### src/rtl/irq_ctrl2.sv
module irq_ctrl2 #(
  parameter int NSRC     = 21,
  parameter int VEC_W    = 16,
  parameter int VEC_BASE = 3,
  parameter int VEC_STEP = 8
) (
  input  logic             clk,
  input  logic             rst_n,
  input  logic [NSRC-1:0]  pend_i,
  input  logic             cfg_we_i,
  input  logic [1:0]       cfg_addr_i,
  input  logic [NSRC-1:0]  cfg_wdata_i,
  input  logic             vec_ack_i,
  input  logic             reti_i,
  output logic             irq_o,
  output logic [$clog2(NSRC)-1:0] irq_id_o,
  output logic [VEC_W-1:0] irq_vec_o,
  output logic [NSRC-1:0]  src_ack_o
);
  localparam int IDW = $clog2(NSRC);

  logic [NSRC-1:0] en_q, pri_q;
  logic            gie_q;
  logic [1:0]      depth_q;
  logic [1:0]      stk_q;
  logic            lvl_q;
  logic            win_v, win_hi;
  logic [IDW-1:0]  win_id;

  wire top_hi = (depth_q == 2'd2) ? stk_q[1] : (depth_q == 2'd1) ? stk_q[0] : 1'b0;
  wire busy   = depth_q != 2'd0;
  wire push   = vec_ack_i & irq_o;
  wire pop    = reti_i & ~push & busy;

  wire [NSRC-1:0] elig   = pend_i & en_q & {NSRC{gie_q}};
  wire [NSRC-1:0] hi_req = elig & pri_q & {NSRC{~top_hi}};
  wire [NSRC-1:0] lo_req = elig & ~pri_q & {NSRC{~busy}};

  always_comb begin
    win_v  = 1'b0;
    win_hi = 1'b0;
    win_id = '0;
    for (int i = NSRC-1; i >= 0; i--)
      if (lo_req[i]) begin win_v = 1'b1; win_id = IDW'(i); end
    for (int i = NSRC-1; i >= 0; i--)
      if (hi_req[i]) begin win_v = 1'b1; win_hi = 1'b1; win_id = IDW'(i); end
  end

  wire             raise = win_v & ~push;
  wire [VEC_W-1:0] vec_d = VEC_W'(VEC_BASE) + VEC_W'(VEC_STEP) * VEC_W'(win_id);

  assign src_ack_o = {{(NSRC-1){1'b0}}, push} << irq_id_o;

  always_ff @(posedge clk) begin
    if (!rst_n) begin
      en_q      <= '0;
      pri_q     <= '0;
      gie_q     <= 1'b0;
      depth_q   <= '0;
      stk_q     <= '0;
      lvl_q     <= 1'b0;
      irq_o     <= 1'b0;
      irq_id_o  <= '0;
      irq_vec_o <= '0;
    end else begin
      if (cfg_we_i)
        case (cfg_addr_i)
          2'd0:    en_q  <= cfg_wdata_i;
          2'd1:    pri_q <= cfg_wdata_i;
          2'd2:    gie_q <= cfg_wdata_i[0];
          default: ;
        endcase
      if (push) begin
        stk_q[depth_q[0]] <= lvl_q;
        depth_q           <= depth_q + 2'd1;
      end else if (pop) begin
        depth_q <= depth_q - 2'd1;
      end
      irq_o     <= raise;
      lvl_q     <= raise & win_hi;
      irq_id_o  <= raise ? win_id : '0;
      irq_vec_o <= raise ? vec_d : '0;
    end
  end
endmodule

### config.mk
export PLATFORM = sky130hd
export DESIGN_NAME = irq_ctrl2
export DESIGN_NICKNAME = d
export VERILOG_FILES = /design/src/rtl/irq_ctrl2.sv
export SDC_FILE = /design/constraint.sdc
export NUM_CORES = 1
export LEC_CHECK = 0
export BUFFER_PORTS_ARGS = -buffer_cell sky130_fd_sc_hd__buf_4
export CORE_MARGIN = 1.5
export CORE_UTILIZATION = 38
export CTS_CLUSTER_DIAMETER = 120
export CTS_CLUSTER_SIZE = 10
export DETAILED_ROUTE_END_ITERATION = 10
export MAX_ROUTING_LAYER = met4
export SYNTH_ARGS = -nofsm -noshare
export SYNTH_HDL_FRONTEND = slang
export SYNTH_SLANG_ARGS = --single-unit
### constraint.sdc
create_clock -name clk -period 2.1 [get_ports clk]
set_input_delay 0.315 -clock clk [delete_from_list [all_inputs] [get_ports clk]]
set_output_delay 0.315 -clock clk [all_outputs]
set_load 0.02 [all_outputs]
After elaboration in Yosys (flattened, before gate mapping)
Cells that the tools add are included.

operators by class
  order comparisons = 2
  multiplexer cells = 112
  reduce and logical (&&, ||, !) cells = 8
  bitwise logic cells = 15
  shift-type cells = 1
  eq/ne operators = 4
  add/subtract/negate cells = 3

operators by type and width
  kind                 count
  $mux 5               42
  $and 21x21->21       6
  $mux 1               66
  $not 21->21          1
  $shl 1x5->21         1
  $add 2x8->9 const A  1
  $reduce_and 2->1     4
  $and 1x1->1          5
  $eq 2x1->1 const B   2
  $eq 2x2->1 const B   2
  $mux 2               2
  $reduce_bool 2->1    2
  $not 1->1            3
  $add 2x1->2 const B  1
  $bwmux 2             1
  $logic_not 2->1      1
  $lt 1x2->1 const B   1
  $sub 2x1->2 const B  1
  $demux 1 s1          1
  $ge 1x1->1 const B   1
  $logic_and 1x1->1    1

storage, ports and cells
  flip-flop bits (word level) = 70
  word-level logic and storage cells = 154
  input port bits = 49

Logic depth before layout (Yosys ltp)
Gate-level depths: netlist of the first run.

  depth in word-level cells = 48
  depth in mapped cells = 10

Least setup slack after synthesis of the first run
OpenSTA, ideal clock, no wires.

  path type = register -> register
  start = register depth_q[0]
  end = register irq_id_o[2]
  path buffers = 1
  data arrival time = 1.782 ns
  setup time = 0.088 ns
  slack = 0.231 ns
  stages on the path, launching flop included = 11
  cells stage by stage = dfxtp_1 > inv_1 > ha_1 > and3b_1 > a21oi_1 > buf_2 > o21ai_0 > nand2_1 > nor2_2 > a21o_4 > nor4_2

between the ends
  longest elaborated chain between the ends = 47

RTL lines
  what                        line  source
  start: declaration          24    logic [1:0] depth_q;
  start signal: assignment    75    depth_q <= depth_q + 2'd1;
  start signal: assignment    77    depth_q <= depth_q - 2'd1;
  $reduce_bool 2->1           31    wire busy = depth_q != 2'd0;
  $not 1->1                   37    wire [NSRC-1:0] lo_req = elig & ~pri_q & {NSRC{~busy}};
  $and 21x21->21              37
  $mux 1 (21 in a row)        44    if (lo_req[i]) begin win_v = 1'b1; win_id = IDW'(i); end
  $mux 1 (21 in a row)        46    if (hi_req[i]) begin win_v = 1'b1; win_hi = 1'b1; win_id = IDW'(i); end
  $and 1x1->1                 49    wire raise = win_v & ~push;
  $reduce_and 2->1 (no line)  --
  end signal: assignment      81    irq_id_o <= raise ? win_id : '0;
  end: declaration            16    output logic [$clog2(NSRC)-1:0] irq_id_o,

Parallel ways exist; a longest one is shown, timed or not.
A chain may end at the register's enable or synchronous reset.

Worst setup path in the final report of the first run
  start = register pri_q[19]
  end = register irq_id_o[1]

between the ends
  longest elaborated chain between the ends = 46

RTL lines
  what                         line  source
  start: declaration           22    logic [NSRC-1:0] en_q, pri_q;
  start signal: assignment     69    2'd1: pri_q <= cfg_wdata_i;
  $not 21->21                  37
  $and 21x21->21 (2 in a row)  37
  $mux 1 (20 in a row)         44
  $mux 1 (21 in a row)         46
  $and 1x1->1                  49
  $reduce_and 2->1 (no line)   --

Parallel ways exist; a longest one is shown, timed or not.

==> results of run 1 <==
==> worst max-delay path, stage by stage, from the launching register on <==
cell	delay [ns]
dfxtp_1	0.34
and3b_2	0.28
o221ai_1	0.15
a2111oi_2	0.39
o2111ai_1	0.17
a22oi_2	0.22
nor2_1	0.10
nor4_4	0.26
==> power breakdown <==
group / internal, uW / switching, uW
registers: 1080 / 31.0
logic: 156 / 167
clock network: 476 / 361
total: 1710 / 560
==> path summary, 6_finish.rpt <==
kind	endpoint	slack, ns	cells past startpoint
min reg2reg	pri_q[6]	0.48	2
min	pri_q[15]	0.26	3
max	irq_id_o[1]	0.11	7
max reg2reg	irq_id_o[1]	0.11	7
==> synth_stat cells (5+ instances only) <==
cell type  count  share of area, %
o211ai_1       5               1.1
clkbuf_1      14               1.6
nor2b_1        7               1.3
a21oi_1       12               1.8
nand2_1      116                13
inv_1          5              0.57
dfxtp_1       55                33
nand3_1       11               1.7
nand4_1       14               2.7
a21boi_0      44                10
nor3_1         6              0.91
nand2b_1       5              0.95
and3b_1        7               1.9
buf_4         16               3.6
o21ai_0        9               1.4
nand3b_1      17               3.9
nor2_1        37               4.2
and3_1         8               1.5
==> cells in the final DEF, fill, tap and decap left out, drive strengths merged, types with 2 or more instances in the layout <==
master,netlist,layout
a21o,2,2
and3b,7,7
nand2b,5,5
and2,4,4
a41oi,3,3
dfxtp,55,55
o21a,2,2
and3,8,8
mux2i,2,2
nor2,38,38
o211ai,6,6
o221ai,2,2
nand3,11,11
a21oi,12,12
conb,1,9
o21ai,13,13
nor4b,2,2
a21boi,45,45
nand2,116,116
nand4,14,14
bufinv,0,2
buf,19,99
nor3,6,6
clkbuf,14,5
nor2b,7,7
inv,7,7
nand3b,17,17
a211oi,2,2
nor4,2,2
a31oi,3,3
o22ai,3,3
ha,3,3
==> flip-flops by register name, indices dropped and copies added, names as in the netlist <==
| register | count |
|---|---|
| pri_q | 21 |
| gie_q | 1 |
| depth_q | 2 |
| irq_o | 1 |
| irq_vec_o | 1 |
| stk_q | 2 |
| en_q | 21 |
| irq_id_o | 5 |
| lvl_q | 1 |
==> metal layers <==
layer	wire length, um	part of all wire, %
met5	0	0
met4	108	1.2
met1	4220	46
met2	4280	47
met3	506	5.6
==> cell type report <==
class,instances,area (um^2),share of cell area (%)
Timing Repair Buffer,99,757,17.8
Inverter,7,26.3,0.617
Multi-Input combinational cell,359,2100,49.3
Clock inverter,3,67.6,1.59
Tap cell,105,131,3.09
Sequential cell,55,1110,26.0
Clock buffer,5,68.8,1.62
==> per-stage QoR <==
stage	util (%)	cell area (um^2)	std cells	hold slack, ns	setup TNS, ns
6_report	51.3	4260	633	0.256	0
5_1_grt	51.3	4260	633	0.247	-0.0210
4_1_cts	49.9	4140	630	0.251	0
3_5_place_dp	48.2	4000	622	0.471	-0.0304
3_3_place_gp	48.2	4000	622	0.461	0
2_1_floorplan	-	3320	454	0.447	0
==> logic make-up after synthesis <==
logic type / after synthesis / share of synthesized area [%]
simple gates: 241 / 35.5
compound gates: 103 / 22.4
flops: 55 / 33.4
buf+inv: 40 / 6.50
fa+ha+maj: 3 / 1.14
mux: 2 / 0.608
other cells: 1 / 0.114
xor+xnor: 1 / 0.266
==> repair_timing <==
action	in CTS	in global routing
resized for setup	1	27
setup buffers	0	2
pin swaps	0	4
endpoints found under the setup margin	3	7
gates cloned	0	1
==> results.json, run 1 <==
{
  "grt_busiest_layer": "met2",
  "grt_use_met2_pct": 34.5,
  "hold_viol": 0,
  "rsz0062_at_grt": "true",
  "antenna_left": 0,
  "finalCritPeriodShare_pct": 94.7,
  "yosys_warnings": 0,
  "critPathLaunch": "pri_q[19]",
  "worstMarginPinSlew_ns": 0.525,
  "netlist_area_mm2": 0.00329,
  "grt.overflow.total": 0,
  "r2r-start": "pri_q[19]",
  "cts.sinks": 55,
  "grt_pass1_wl_um": 14300,
  "clock_latency_ns": 0.31,
  "drive_gt1_share_pct": 26.5,
  "p_total_uw": 2270,
  "max_freq_mhz": 503,
  "cts_tree": "done",
  "rows": 33,
  "vias": 3327,
  "grt_usage_pct": 20.5,
  "pin_count": 92,
  "cts-root-buf": "clkbuf_8",
  "p_leak_uw": 0.00170,
  "ir_drop_mv": 0.341,
  "cp.required_ns": 2.33,
  "antenna_found_initial": 0,
  "cap_viol_max_count": 0,
  "die_w_um": 96.1,
  "synthCells": 446,
  "crit_arrival_ns": 2.22,
  "syn_area_per_cell_um2": 7.38,
  "dpl.hpwl_um": 7010,
  "grt_max_degree": 48,
  "totalWireLength_um": 9120,
  "worstSetupPathType": "reg -> reg",
  "nets": 579,
  "fill_cells": 847,
  "worstSetupEndpointType": "register",
  "startpoint_type": "register",
  "ys_types": 54,
  "viasPerCell": 5.26,
  "synth-seq-area-share_pct": 33.4,
  "status": "complete, no violations",
  "period_minus_slack_ns": 1.99,
  "routabilityCongestion": 0.911,
  "synth-edff-count": 0,
  "maxSlewViolCount": 0,
  "fp.dieH_um": 96.1,
  "use_met1_pct": 26.1,
  "setup_viol": 0,
  "drtIter0Drc": 225,
  "fin_ws_ns": 0.112,
  "dieArea_mm2": 0.00923,
  "relSlewSlack_pct": 65.0,
  "finClkSkew_ns": 0.00550,
  "start_util_pct": 39.7,
  "wire_per_inst_um": 14.4,
  "synth-async-reset-ratio_pct": 0,
  "antenna_cells": 0,
  "syn_to_final_growth_pct": 29.3,
  "hold_start": "cfg_wdata_i[15]",
  "io_buffers": 82,
  "hold_path_class": "in -> reg",
  "place_ws_ns": -0.0140,
  "htreeDepth": 2,
  "grt_pass1_vias": 2985,
  "grt_util_met3_pct": 2.76,
  "drt_pre_antenna_iters": 4,
  "core_mm2": 0.00830,
  "cp_max_fo": 3,
  "clockBufferDepth": 2,
  "cts_buffers": 5,
  "synth-seq-cells": 55,
  "ctsHoldBuffers": 0,
  "cts.clk_slew.worst_paths_ns": 0.10,
  "drc": 0,
  "pwr_density_cell_mw_per_mm2": 534,
  "yosys_most_used_dff": "dfxtp_1"
}
Power figures use the tool's default switching activity.
==> run 2: changes to the inputs <==
--- a/config.mk
+++ b/config.mk
@@ -5,6 +5,7 @@
 export SDC_FILE = /design/constraint.sdc
 export NUM_CORES = 1
 export LEC_CHECK = 0
+export ABC_AREA = 1
 export BUFFER_PORTS_ARGS = -buffer_cell sky130_fd_sc_hd__buf_4
 export CORE_MARGIN = 1.5
 export CORE_UTILIZATION = 38
==> run 2 against run 1 <==
  * The run now ends with negative setup slack left
  * Synthesized cell count increased by 13%
  * Synthesized area decreased by 4.4%
  * Sequential power about the same
  * Total power increased by 6.8%
  * Setup slack got worse by 0.78 ns
  * Utilization increased by 7.7 points
  * Global-route usage increased by 2.3 points
  * Combinational power increased by 120%
  * Clock skew increased by 0.00061 ns
  * First-iteration DRC count decreased by 34%
  * Final area increased by 13%
  * Largest cell class unchanged
  * Sequential cell count unchanged
==> results.json, run 2 <==
{
  "worstSetupEndpointType": "register",
  "netlist_area_mm2": 0.00315,
  "violations": "negative setup slack",
  "fill_cells": 777,
  "worstSetupPathType": "reg -> reg",
  "power.switching_uw": 778,
  "antenna_cells": 0,
  "top_regs": "en_q: 21 flops, pri_q: 21 flops, irq_id_o: 5 flops",
  "fp.dieH_um": 94,
  "synth-seq-cells": 55,
  "final_common_cell": "buf_4",
  "cts_tree": "done",
  "grt_max_degree": 39,
  "grt_pass1_vias": 3377,
  "maxSlewViolCount": 0,
  "hold_viol": 0,
  "crit_buf_inv": 1,
  "wire_per_inst_um": 12.3,
  "viasPerCell": 4.77,
  "synth-edff-count": 0,
  "period_minus_slack_ns": 2.77,
  "setup_viol": 8,
  "grt.overflow.total": 0,
  "syn_area_per_cell_um2": 6.24,
  "routabilityCongestion": 0.928,
  "yosys_most_used_dff": "dfxtp_1",
  "io_buffers": 82,
  "relSlewSlack_pct": 52.4,
  "totalWireLength_um": 9340,
  "dieArea_mm2": 0.00884,
  "drt_pre_antenna_iters": 4,
  "die_w_um": 94,
  "core_mm2": 0.00813,
  "synth-async-reset-ratio_pct": 0,
  "yosys.area.top_type": "dfxtp_1",
  "yosys_warnings": 0,
  "p_total_uw": 2430,
  "cts_buffers": 5,
  "finalCritPeriodShare_pct": 132,
  "vias": 3614,
  "cpPeakStageDelay_ns": 0.34,
  "clock_latency_ns": 0.31,
  "ctsHoldBuffers": 0,
  "intPower_uw": 1650,
  "p_comb_share_pct": 28.9,
  "rows": 33,
  "slowest_stage": "dfxtp_2",
  "clkPwrFrac_pct": 24.6,
  "nets": 704,
  "synth.most_common_cell": "nor2_1",
  "synthCells": 504,
  "dpl.hpwl_um": 7090,
  "rsz0062_at_grt": "true",
  "ys_top_cells_by_count": "nor2_1, nand2_1, inv_1, dfxtp_1, o21ai_0",
  "fin_cells": 758,
  "antenna_left": 0,
  "max_freq_mhz": 361,
  "cp.required_ns": 2.35,
  "p_leak_uw": 0.00222,
  "ys_types": 27,
  "crit_arrival_ns": 3.02,
  "clockBufferDepth": 2,
  "place_ws_ns": -0.642,
  "cp_max_fo": 2,
  "cap_viol_max_count": 0,
  "drtIter0Drc": 148,
  "syn_to_final_growth_pct": 52.4,
  "synth-seq-area-share_pct": 35.0,
  "worstMarginPinSlew_ns": 0.714,
  "dp_cells": 737,
  "switching_share_pct": 32.1,
  "layout_common_cells": "buf_4, nor2_1, nand2_1",
  "finClkSkew_ns": 0.00611,
  "cts.sinks": 55,
  "hold_path_class": "in -> reg",
  "fin_ws_ns": -0.668,
  "cts-root-buf": "clkbuf_8",
  "start_util_pct": 38.7,
  "synth_area_leaders": "dfxtp_1, nor2_1, nand2_1",
  "startpoint_type": "register",
  "ir_drop_mv": 0.413,
  "status": "finished, violations left",
  "pwr-share-seq_pct": 46.5,
  "drc": 0,
  "antenna_found_initial": 0,
  "grt_usage_pct": 22.9,
  "synth_top_area_share_pct": 35.0,
  "grt_pass1_wl_um": 15500,
  "whs_ns": 0.254,
  "cts.clk_slew.worst_paths_ns": 0.10,
  "htreeDepth": 2,
  "cp_common_cell": "nand2_1",
  "drive_gt1_share_pct": 34.3,
  "crit_family": "simple AND/OR/NAND/NOR gates",
  "pin_count": 92,
  "pwr_density_cell_mw_per_mm2": 506
}
run 2: cell types whose count changed after synthesis, sizes merged, moves of 7 or more:
cell / before / now
nor2b: 7 / 0
o21ai: 13 / 50
nor2: 38 / 103
nor3: 6 / 34
and3: 8 / 0
inv: 7 / 69
nand3: 11 / 32
nand3b: 17 / 1
a21oi: 12 / 27
nand2: 116 / 74
and3b: 7 / 0
a21boi: 45 / 0
run 2: worst register-to-register path, delay by kind of cell (launching register included):
family | cells | cell delay, ns
AOI/OAI and AO/OA | 1 | 0.11
adders and majority gates | 1 | 0.17
buffers and inverters | 1 | 0.07
DFF | 1 | 0.34
and+or+nand+nor | 39 | 2.02
run 2: repair_timing:
action	CTS	global route
gates resized for setup	38	12
buffers inserted	11	2
gates cloned	1	0
pin swaps	14	3
setup endpoints to repair	8	17
run 2: power groups by stage:
stage               Sequential (uW)  Combinational [uW]  Clock (uW)
detailed placement             1150                 569           0
global route                   1140                 774         648
CTS                            1130                 668         616
floorplan                      1150                 334           0
finish                         1130                 701         596
global placement               1150                 559           0
run 2: routing by layer:
metal	share of wire [%]	global-route usage (%)
met5	0	-
met4	1.3	7.59
met3	3.8	2.35
met2	49	38.5
met1	46	28.7
run 2: area by class of cell:
cell class / count / area [um^2] / share of cell area [%]
Timing Repair inverter: 1 / 16.3 / 0.339
Tap cell: 105 / 131 / 2.74
Timing Repair Buffer: 166 / 1300 / 27.1
Clock buffer: 6 / 72.6 / 1.51
Sequential cell: 55 / 1100 / 23.0
Clock inverter: 2 / 12.5 / 0.261
Inverter: 70 / 279 / 5.82
Multi-Input combinational cell: 353 / 1880 / 39.2
run 2: per-stage QoR:
step           util (%)  cell area [um^2]  TNS (ns)
2_1_floorplan         -              3300    -0.577
3_3_place_gp       54.1              4400     -4.29
3_5_place_dp       54.1              4400     -4.11
4_1_cts            58.3              4740     -3.05
5_1_grt            59.0              4800     -5.91
6_report           59.0              4800     -4.42
run 2: cell families (layout without fill, tap and decap cells):
kind of cell,Yosys count,in the layout,share of synthesized area (%)
buf+inv,104,245,14.6
flops,55,55,35.0
fa+ha+maj,3,3,1.19
simple gates,258,258,35.4
compound gates,83,83,13.7
other cells,1,9,0.119
run 2: final timing paths:
check	slack (ns)	from	to	cells past startpoint
worst max-delay path	-0.67	depth_q[0]	irq_id_o[0]	42
worst min-delay path	0.25	cfg_wdata_i[2]	en_q[2]	3
worst max register to register	-0.67	depth_q[0]	irq_id_o[0]	42
worst min register to register	0.47	pri_q[20]	pri_q[20]	2
==> run 3: changes to the inputs <==
--- a/config.mk
+++ b/config.mk
@@ -7,7 +7,7 @@
 export LEC_CHECK = 0
 export ABC_AREA = 1
 export BUFFER_PORTS_ARGS = -buffer_cell sky130_fd_sc_hd__buf_4
-export CORE_MARGIN = 1.5
+export CORE_MARGIN = 4
 export CORE_UTILIZATION = 38
 export CTS_CLUSTER_DIAMETER = 120
 export CTS_CLUSTER_SIZE = 10
==> run 3 against run 2 <==
  * The run still ends with negative setup slack left
  * Count of clock-buffer cells in the layout up 2
  * Hold slack improved by 0.0037 ns
  * Sequential share of layout area fell by 0.21 points
  * Routed wire length up 1.3%
  * First-iteration DRC count shrank 18%
  * Non-clock buffer count is 3 higher
  * Highest routed layer unchanged
  * Setup slack lost 0.0051 ns
  * Utilization is 2.4 points higher
  * Largest power group unchanged
  * Die area increased by 11%
==> results.json, run 3 (synthesis gave the netlist of run 2 again) <==
{
  "antenna_cells": 0,
  "fin_tns_setup_ns": -2.60,
  "start_util_pct": 39.9,
  "violations": "negative setup slack",
  "finalCritPeriodShare_pct": 132,
  "clkPwrFrac_pct": 26.0,
  "io_buffers": 82,
  "maxSlewViolCount": 0,
  "pin_count": 92,
  "drtIter0Drc": 122,
  "top_regs": "en_q: 21 flops, pri_q: 21 flops, irq_id_o: 5 flops",
  "startpoint_type": "register",
  "crit_arrival_ns": 2.99,
  "grt.overflow.total": 0,
  "period_minus_slack_ns": 2.77,
  "slowest_stage": "dfxtp_2",
  "cts_buffers": 5,
  "fin_util_pct": 61.4,
  "dpl.hpwl_um": 7380,
  "cts.sinks": 55,
  "final_common_cell": "buf_4",
  "intPower_uw": 1730,
  "cts-root-buf": "clkbuf_8",
  "cp_max_fo": 7,
  "grt_pass1_wl_um": 15400,
  "pwr-share-seq_pct": 45.4,
  "worstSetupPathType": "reg -> reg",
  "syn_to_final_growth_pct": 53.9,
  "htreeDepth": 2,
  "ir_drop_mv": 0.320,
  "cp_common_cell": "nand2_1",
  "setup_viol": 8,
  "rsz0062_at_grt": "true",
  "fp.dieH_um": 99,
  "grt_pass1_vias": 3311,
  "place_ws_ns": -0.631,
  "viasPerCell": 4.77,
  "wire_per_inst_um": 12.5,
  "cts_tree": "done",
  "fill_cells": 733,
  "rows": 32,
  "grt_usage_pct": 19.4,
  "nets": 707,
  "drc": 0,
  "max_freq_mhz": 361,
  "clock_latency_ns": 0.31,
  "cap_viol_max_count": 0,
  "worstSetupEndpointType": "register",
  "cts.clk_slew.worst_paths_ns": 0.10,
  "cp.required_ns": 2.31,
  "r2r.worst_path.cells": 40,
  "dieArea_mm2": 0.00980,
  "core_mm2": 0.00789,
  "cpPeakStageDelay_ns": 0.33,
  "drive_gt1_share_pct": 35.2,
  "antenna_found_initial": 0,
  "pwr_density_cell_mw_per_mm2": 514,
  "antenna_left": 0,
  "power.switching_uw": 762,
  "routabilityCongestion": 0.977,
  "fin_ws_ns": -0.673,
  "grt_max_degree": 47,
  "vias": 3614,
  "hold_viol": 0,
  "die_w_um": 99,
  "drt_pre_antenna_iters": 4,
  "clockBufferDepth": 2,
  "p_leak_uw": 0.00226,
  "totalWireLength_um": 9470,
  "hold_path_class": "in -> reg",
  "layout_common_cells": "buf_4, nor2_1, nand2_1",
  "p_comb_share_pct": 28.6,
  "finClkSkew_ns": 0.00422,
  "min_path_cells": 3,
  "status": "finished, violations left",
  "switching_share_pct": 30.6
}
## run 3: changes by cell type in the layout (fill, tap and decap cells not counted), sizes merged
cell and change:
clkbuf +2, clkinvlp -2, clkinv -2, inv +2, buf +3
## run 3: through the flow
stage / std cells / instance area, um^2 / power, uW / hold WS (ns)
2_1_floorplan: 512 / 3300 / 1490 / 0.446
3_3_place_gp: 737 / 4430 / 1710 / 0.462
3_5_place_dp: 737 / 4430 / 1720 / 0.467
4_1_cts: 753 / 4680 / 2460 / 0.249
5_1_grt: 758 / 4840 / 2630 / 0.257
6_report: 758 / 4840 / 2490 / 0.258
## run 3: worst max-delay path: cells and delay by family, from the launching register on
| kind | cells | cell delay [ns] |
|---|---|---|
| compound gates | 1 | 0.05 |
| simple gates | 34 | 1.78 |
| flops | 1 | 0.33 |
| buf+inv | 4 | 0.33 |
| fa+ha+maj | 1 | 0.17 |
## run 3: path summary, 6_finish.rpt
path / from / end / slack [ns]
hold reg to reg: stk_q[0] / stk_q[0] / 0.49
setup reg to reg: depth_q[1] / irq_id_o[0] / -0.67
hold / removal: cfg_wdata_i[16] / pri_q[16] / 0.26
setup / recovery: depth_q[1] / irq_id_o[0] / -0.67
## run 3: area by class of cell
type	instances	area, um^2	share of cell area (%)
Multi-Input combinational cell	353	1900	39.2
Timing Repair Buffer	169	1330	27.4
Sequential cell	55	1100	22.8
Inverter	70	275	5.68
Tap cell	102	128	2.64
Clock buffer	8	100	2.07
Timing Repair inverter	1	6.26	0.129
## run 3: what timing repair did
action | 4_1_cts | 5_1_grt
pin swaps | 1 | 19
gates cloned | 1 | 0
buffers inserted | 7 | 7
hold buffers | 0 | 0
endpoints found under the setup margin | 8 | 12
resized for setup | 21 | 31
## run 3: metal layers
metal  track usage [%]  wire, um  vias up  part of all wire, %
met5                 -         0        -                    0
met4              4.10       105        0                  1.1
met3              2.90       509       10                  5.4
met2              32.4      4500       88                   48
met1              25.0      4350     1622                   46
li1                  -         -     1894                    -
## run 3: power groups by stage
stage	Clock (uW)	Combinational, uW	Sequential, uW
after global placement	0	557	1150
after detailed placement	0	570	1150
after CTS	666	660	1130
after floorplan	0	334	1150
final	646	712	1130
after global routing	714	781	1140
